[src/rtl/fot_chopper.sv]
module fot_chopper #(
  parameter int CNT_W       = 16,
  parameter int SYNC_STAGES = 2
) (
  input  logic             clk,
  input  logic             rst_n,
  input  logic             trip_i,
  input  logic             pwm_i,
  input  logic             comm_i,
  input  logic [CNT_W-1:0] off_cycles_i,
  input  logic [CNT_W-1:0] blank_cycles_i,
  output logic             src_en_o,
  output logic             chop_off_o,
  output logic             blanking_o
);

  localparam logic [CNT_W-1:0] ONE = {{(CNT_W-1){1'b0}}, 1'b1};

  logic [SYNC_STAGES-1:0] pwm_sync;
  logic                   pwm_q;
  logic                   latch_on;
  logic [CNT_W-1:0]       off_cnt;
  logic [CNT_W-1:0]       blank_cnt;

  logic             pwm_s;
  logic             pwm_rise;
  logic             restart;
  logic             trip_ok;
  logic [CNT_W-1:0] off_load;

  assign pwm_s    = pwm_sync[SYNC_STAGES-1];
  assign pwm_rise = pwm_s & ~pwm_q;
  assign restart  = comm_i | pwm_rise;
  assign trip_ok  = trip_i & pwm_s & (blank_cnt == '0);
  assign off_load = (off_cycles_i == '0) ? ONE : off_cycles_i;

  always_ff @(posedge clk) begin
    if (!rst_n) begin
      pwm_sync  <= '0;
      pwm_q     <= 1'b0;
      latch_on  <= 1'b1;
      off_cnt   <= '0;
      blank_cnt <= '0;
    end else begin
      pwm_sync <= {pwm_sync[SYNC_STAGES-2:0], pwm_i};
      pwm_q    <= pwm_s;
      if (!latch_on) begin
        if (off_cnt <= ONE) begin
          latch_on  <= 1'b1;
          off_cnt   <= '0;
          blank_cnt <= blank_cycles_i;
        end else begin
          off_cnt <= off_cnt - ONE;
        end
      end else if (restart) begin
        blank_cnt <= blank_cycles_i;
      end else if (trip_ok) begin
        latch_on <= 1'b0;
        off_cnt  <= off_load;
      end else if (blank_cnt != '0) begin
        blank_cnt <= blank_cnt - ONE;
      end
    end
  end

  assign src_en_o   = latch_on & pwm_s;
  assign chop_off_o = ~latch_on;
  assign blanking_o = latch_on & (blank_cnt != '0);

endmodule

[config.mk]
export PLATFORM = sky130hd
export DESIGN_NAME = fot_chopper
export DESIGN_NICKNAME = d
export VERILOG_FILES = /design/src/rtl/fot_chopper.sv
export SDC_FILE = /design/constraint.sdc
export NUM_CORES = 1
export LEC_CHECK = 0
export CELL_PAD_IN_SITES_DETAIL_PLACEMENT = 1
export CELL_PAD_IN_SITES_GLOBAL_PLACEMENT = 1
export CORE_UTILIZATION = 36
export CTS_BUF_LIST = sky130_fd_sc_hd__clkbuf_2 sky130_fd_sc_hd__clkbuf_4 sky130_fd_sc_hd__clkbuf_8
export DETAILED_ROUTE_END_ITERATION = 10
export HOLD_SLACK_MARGIN = 0.03
export PLACE_DENSITY_LB_ADDON = 0.1
export SLEW_MARGIN = 10
export SYNTH_ARGS = -nofsm -noshare
export SYNTH_HDL_FRONTEND = slang
export SYNTH_SLANG_ARGS = --single-unit
export TNS_END_PERCENT = 30
[constraint.sdc]
create_clock -name clk -period 2.1 [get_ports clk]
set_input_delay 0.315 -clock clk [delete_from_list [all_inputs] [get_ports clk]]
set_output_delay 0.315 -clock clk [all_outputs]
set_load 0.005 [all_outputs]
---- Word level (Yosys, flattened, before mapping) ----
Cells that the tools add are included.
storage, ports and cells
  input bits .............................. 37
  word-level logic and storage cells ...... 40
  register bits after elaboration ......... 36
operators by class
  reduce and logical (&&, ||, !) cells .... 6
  $lt $le $gt $ge ......................... 1
  bitwise logic cells ..................... 8
  add/subtract/negate cells ............... 2
  muxes and demuxes ....................... 14
  equal/unequal tests ..................... 4
operators with widths
  operator               count
  $mux 16                10
  $logic_not 16->1       2
  $sub 16x1->16 const B  2
  $le 16x1->1 const B    1
  $reduce_bool 16->1     1
  $and 1x1->1            5
  $mux 1                 4
  $ne 3x1->1 const B     1
  $ne 3x3->1 const B     1
  $reduce_and 3->1       1
  $ne 2x1->1 const B     1
  $ne 2x2->1 const B     1
  $not 1->1              2
  $reduce_and 2->1       1
  $reduce_bool 2->1      1
  $or 1x1->1             1

---- Logic depth before layout (Yosys ltp) ----
Gate-level depths: netlist of run 1.
  depth in word-level cells ............... 5
  mapped depth ............................ 8
  gate-level depth less buffers ........... 7

---- Worst setup path after synthesis of run 1 ----
No wires, ideal clock.
  path kind ............................... register to register
  from .................................... register off_cnt[4]
  to ...................................... register blank_cnt[12]
  library setup time ...................... 0.131 ns
  path buffers ............................ 2
  data required time ...................... 1.969 ns
  clock period less this slack ............ 2.214 ns
  stages on the path, launching flop included .. 8
  data arrival time ....................... 2.083 ns
  slack ................................... -0.114 ns
  cell sequence ........................... dfxtp_1 buf_6 or4_4 nor4_4 a31oi_4 clkbuf_1 o311ai_1 o31ai_1
between the ends
  longest elaborated chain between the ends .. 3
ends and longest elaborated chain
  what                                RTL line  RTL
  start: declaration                  22        logic [CNT_W-1:0] off_cnt;
  start signal: assignment            53        off_cnt <= off_cnt - ONE;
  start signal: assignment            59        off_cnt <= off_load;
  $le 16x1->1                         48        if (off_cnt <= ONE) begin
  $reduce_bool 2->1 (no source line)  -
  $reduce_and 3->1 (no source line)   -
  end signal: assignment              51        blank_cnt <= blank_cycles_i;
  end signal: assignment              56        blank_cnt <= blank_cycles_i;
  end signal: assignment              61        blank_cnt <= blank_cnt - ONE;
  end: declaration                    23        logic [CNT_W-1:0] blank_cnt;
Every way passes these cells.
A chain may end at the register's enable or synchronous reset.

---- Worst setup path in the final report of run 1 ----
  from .................................... register off_cnt[7]
  to ...................................... register blank_cnt[2]
The elaborated chain is that of the path after synthesis.

==> summary.txt, run 1 <==
clk root buf = clkbuf_8
Crit path largest cell delay = 570 ps
mean post-synth cell area = 7.82 sq um
final net count = 409
Slowest cell on crit path = or4_4
reg-to-reg endpoint = blank_cnt[2]$_SDFFE_PN0P_
H-tree depth reported by CTS = 2
Tmin final = 2080 ps
post-synth top area share = 0.312
critical path arrival = 2250 ps
DRC = 0
wire length on met2 = 4.47 mm
CP Cell Sequence = or4_4 > nor4_4 > a31oi_4 > buf_12 > o311ai_1 > o31ai_1
Post-Synthesis Cells = 295
RSZ-0062 raised after global routing = yes
critical path class = flop to flop
sequential power share = 0.436
unique cell type count in the Yosys netlist = 59
initial antenna violation count = 0
CTS tree = yes
# fillers = 770
port bufs = 39
Setup crit end kind = flop
global route overflow = 0
wl on met1 = 3.57 mm
GPL Wtd Cong = 0.888
Crit. path cell count = 6
combinational share of power = 0.239
antenna violation net count after detailed routing = 0
most frequent cell after synthesis = dfxtp_1
switching pwr = 0.492 mW
average wire per standard cell = 18.6 um
first-pass GRT wire length = 12.8 mm
final setup fails = 0
Seq cells post-synth = 36
r2r worst-path depth = 6
CP bufs+invs = 1
ranking of synthesized cells by area = dfxtp_1, nor2_1, a21oi_1
worst min path class = flop to flop
Post-CTS Hold Fix Bufs = 0
worst-skew pair later-pin latency = 290 ps
clock buffer depth = 2
Power Density = 518 nW/um^2
initial drt markers = 75
Clk network pwr share = 0.325
ys async rst share = 0
crit start category = flop
Netlist Area Pre-Place = 2310 sq um
register area = 722 sq um
CTS buffer count = 5
largest net degree at the start of global routing = 24
via count = 2655
final hold vios = 0
status = complete, no violations
Required @ worst endpoint = 2270 ps
I/O pin cnt = 40
die width = 82.1 um
syn_nets = 335
CTS clk-pin slew, worst paths = 80 ps
final WL = 8.29 mm
Relative slew margins = 0.699
Antenna Diode Count = 0
Synth Flop Type = dfxtp_1
clock sink count = 36
reg2reg setup slack = 20 ps
Layout Cells excl Fill = 445
delay-heaviest family, CP = simple AND/OR/NAND/NOR gates
Die H = 82.1 um
setup TNS = 0 ps
gr usage total = 0.253
routed length on met3 = 211 um
worst IR drop on VDD = 0.227 mV
actual slew at the worst max-slew pin = 448 ps
Final period util = 0.992
pins over their slew limit = 0
uppermost layer routed = met4
synth cell count leaders = dfxtp_1, nor2_1, a21oi_1
post-DP HPWL = 5.90 mm
largest area contributor in the netlist = dfxtp_1
clock skew = 3.92 ps
Max-cap violations = 0
vias in the first global route = 2657
Int Pwr = 1.22 mW
Worst Hold Depth = 1
crit path to = blank_cnt[2]$_SDFFE_PN0P_
YS warnings = 0
placed instance count = 433
crit-path max FO = 19
Pleak = 1.29 nW
row cnt = 28
switching share of power = 0.287
Initial Util = 0.381
share of layout cells above drive strength 1 = 0.227
Final Power = 1.71 mW
core area = 6060 sq um
crit path from = off_cnt[7]$_SDFFE_PN0P_
Max Fclk = 480 MHz
Pre-Repair DR Iteration Count = 4
footprint of the multi-input gates = 1560 sq um
EDFF count, synth = 0
full die area = 6730 sq um
worst reg2reg path startpoint = off_cnt[7]$_SDFFE_PN0P_
Area Growth Syn to Fin = 43.4%
Fin Hold WS = 438 ps
detailed-route vias per instance = 5.97
sequential fraction of the synthesis area = 0.312
## cells in the final DEF, fill, tap and decap left out, drive strengths merged, types with 5 or more instances in the layout
cell type	count
nor3b	5
o311ai	10
nor4	15
nor3	10
o21ai	18
and2	6
dfxtp	36
inv	7
a22oi	5
nand2	23
nand3	5
a21oi	24
or4	6
clkdlybuf4s50	38
o31ai	11
clkbuf	8
nor2	33
buf	50
## worst min path at each step
stage / from / endpoint / slack (ps)
after global routing: pwm_sync[0]$_SDFF_PN0_ / pwm_sync[1]$_SDFF_PN0_ / 450
after global placement: pwm_sync[0]$_SDFF_PN0_ / pwm_sync[1]$_SDFF_PN0_ / 410
after CTS: pwm_sync[0]$_SDFF_PN0_ / pwm_sync[1]$_SDFF_PN0_ / 440
after floorplan: pwm_sync[0]$_SDFF_PN0_ / pwm_sync[1]$_SDFF_PN0_ / 410
after detailed placement: pwm_sync[0]$_SDFF_PN0_ / pwm_sync[1]$_SDFF_PN0_ / 430
final: pwm_sync[0]$_SDFF_PN0_ / pwm_sync[1]$_SDFF_PN0_ / 440
## layer usage
layer	global-route usage	vias up
li1	-	1284
met1	0.286	1321
met4	0.0877	0
met2	0.475	46
met3	0.0356	4
met5	0	-
## cell type report
type / count / area share
multi-input combinational: 229 / 0.472
timing repair buffer: 89 / 0.242
sequential: 36 / 0.218
clock buffer: 8 / 0.0295
tap: 75 / 0.0284
inverter: 8 / 0.00908
## state kept, by name, indices dropped and copies added (netlist names)
| register | count |
|---|---|
| blank_cnt | 16 |
| off_cnt | 16 |
| pwm_sync | 2 |
| latch_on | 1 |
| pwm_q | 1 |
## metrics by stage
step | util | setup slack (ps) | cell area [sq um]
global placement | 0.504 | -0.913 | 3060
floorplan | - | -19.6 | 2330
finish | 0.546 | 17.5 | 3310
global route | 0.546 | -29.0 | 3310
detailed placement | 0.504 | -56.9 | 3060
CTS | 0.526 | -35.1 | 3190
## what timing repair did
| item | in CTS | in global routing |
|---|---|---|
| hold endpoints to repair | 0 | 0 |
| resized for setup | 7 | 21 |
| gates cloned | 0 | 1 |
| buffers inserted | 1 | 3 |
| pin swaps | 2 | 5 |
| setup endpoints to repair | 15 | 23 |
## logic make-up after synthesis
logic type | Yosys count | share of synthesized area
xor gates and xnor gates | 4 | 0.0152
AOI/OAI and AO/OA | 105 | 0.323
muxes | 1 | 0.00434
buffers and inverters | 30 | 0.0564
and+or+nand+nor | 116 | 0.273
adders and majority gates | 3 | 0.0163
DFF | 36 | 0.312
## power by group through the flow
stage	Combinational [mW]	Clock [mW]	Sequential, mW
3_3_place_gp	0.371	0	0.755
3_5_place_dp	0.380	0	0.756
2_1_floorplan	0.191	0	0.755
6_report	0.410	0.557	0.747
4_1_cts	0.393	0.573	0.745
5_1_grt	0.446	0.594	0.751
(Power assumes the default switching activity.)
==> run 2: changes to the inputs <==
Settings changed: ABC_CLOCK_PERIOD_IN_PS set to 2100.
==> results of run 2 <==
Same layout as run 1: the final DEF is identical, and so are final timing and power.
==> run 3: changes to the inputs <==
Settings changed: SETUP_SLACK_MARGIN set to 0.4.
==> summary.txt, run 3 (synthesis gave the netlist of run 1 again) <==
status = complete, but fails checks
violated checks = setup timing
initial drt markers = 229
final setup margin = -70.1 ps
clock skew = 8.32 ps
RSZ-0062 raised after global routing = yes
Area Growth Syn to Fin = 49.5%
CTS tree = yes
average wire per standard cell = 19.5 um
placed instance count = 440
DRC = 0
post-DP HPWL = 6.08 mm
full die area = 6730 sq um
share of layout cells above drive strength 1 = 0.270
initial antenna violation count = 0
via count = 2750
crit-path max FO = 4
worst min path class = flop to flop
core area = 6060 sq um
Power Density = 499 nW/um^2
most common cell after layout, fill and taps aside = buf_4
global route overflow = 0
final WL = 8.91 mm
die width = 82.1 um
pins over their slew limit = 0
final setup fails = 16
worst-skew pair later-pin latency = 300 ps
Layout Cells excl Fill = 456
Final period util = 1.03
actual slew at the worst max-slew pin = 463 ps
crit start category = flop
Pre-Repair DR Iteration Count = 4
detailed-route vias per instance = 6.03
Place WS = -67.6 ps
clk root buf = clkbuf_8
wl on met1 = 4.19 mm
CTS clk-pin slew, worst paths = 80 ps
Tmin final = 2170 ps
clock buffer depth = 2
largest net degree at the start of global routing = 37
first-pass GRT wire length = 13.9 mm
wire length on met2 = 4.12 mm
Required @ worst endpoint = 2300 ps
port bufs = 39
most frequent cells in the layout = buf_4, clkdlybuf4s50_1, dfxtp_1
H-tree depth reported by CTS = 2
Relative slew margins = 0.692
Antenna Diode Count = 0
final net count = 420
I/O pin cnt = 40
gr usage total = 0.277
row cnt = 28
critical path class = flop to flop
worst IR drop on VDD = 0.267 mV
routed length on met3 = 399 um
Max-cap violations = 0
final hold vios = 0
Initial Util = 0.381
CTS buffer count = 5
GPL Wtd Cong = 0.864
vias in the first global route = 2713
Max Fclk = 461 MHz
critical path arrival = 2370 ps
clock sink count = 36
uppermost layer routed = met4
antenna violation net count after detailed routing = 0
Setup crit end kind = flop
Pleak = 1.35 nW
Largest regs = blank_cnt x16, off_cnt x16, pwm_sync x2
Die H = 82.1 um
-- run 3: changes by cell type in the layout (fill, tap and decap cells not counted), moves of 2 or more --
cell      before  now
a21oi_1       24   22
buf_4         43   52
clkbuf_4       2    0
a21oi_2        0    2
buf_6          4    6
a221oi_1       3    0
a221oi_2       0    3
o32ai_2        2    0
o32ai_1        1    3
clkinv_2       0    2
-- run 3: metal layers --
metal / GRT usage / vias up
met2: 0.442 / 77
li1: - / 1314
met1: 0.381 / 1337
met4: 0.0719 / 0
met3: 0.0489 / 22
met5: 0 / -
-- run 3: per-stage QoR --
step | cell area, sq um | utilization | TNS (ps) | hold WS, ps | total power [mW]
2_1_floorplan | 2380 | - | 0 | 412 | 0.969
3_3_place_gp | 3150 | 0.520 | -59.9 | 419 | 1.15
3_5_place_dp | 3150 | 0.520 | -214 | 450 | 1.17
4_1_cts | 3310 | 0.547 | 0 | 472 | 1.70
5_1_grt | 3450 | 0.569 | -1720 | 483 | 1.80
6_report | 3450 | 0.569 | -500 | 464 | 1.72
-- run 3: worst paths after layout --
path,endpoint,cells past startpoint,startpoint,slack (ps)
max,off_cnt[5]$_SDFFE_PN0P_,8,off_cnt[7]$_SDFFE_PN0P_,-70
min,pwm_sync[1]$_SDFF_PN0_,1,pwm_sync[0]$_SDFF_PN0_,460
max reg2reg,off_cnt[5]$_SDFFE_PN0P_,8,off_cnt[7]$_SDFFE_PN0P_,-70
min reg2reg,pwm_sync[1]$_SDFF_PN0_,1,pwm_sync[0]$_SDFF_PN0_,460
-- run 3: critical path, cell delays in order (launching register included) --
cell     delay, ps
dfxtp_2        330
or4_4          570
nor4_4         220
buf_4          190
buf_4          110
buf_4          110
a31o_4         190
o21ai_0        100
a32o_1         250
-- run 3: cell type report --
type                            instances  area [sq um]
Clock inverter                          2          10.0
Timing Repair Buffer                   98           867
Tap cell                               75          93.8
Fill cell                             739          2610
Multi-Input combinational cell        231          1640
Clock buffer                            6          82.6
Inverter                                8          30.0
Sequential cell                        36           723
-- run 3: timing repair --
| action | in CTS | in global routing |
|---|---|---|
| setup endpoints to repair | 35 | 36 |
| cloned | 2 | 1 |
| hold buffers | 0 | 0 |
| pin swaps | 1 | 5 |
| buffers inserted | 3 | 2 |
| resized for setup | 11 | 19 |
-- run 3: report_power, final --
group / total (mW) / switching [mW] / internal, mW
sequential: 0.748 / 0.0332 / 0.715
combinational: 0.434 / 0.212 / 0.221
clock: 0.540 / 0.278 / 0.262
total: 1.72 / 0.523 / 1.20
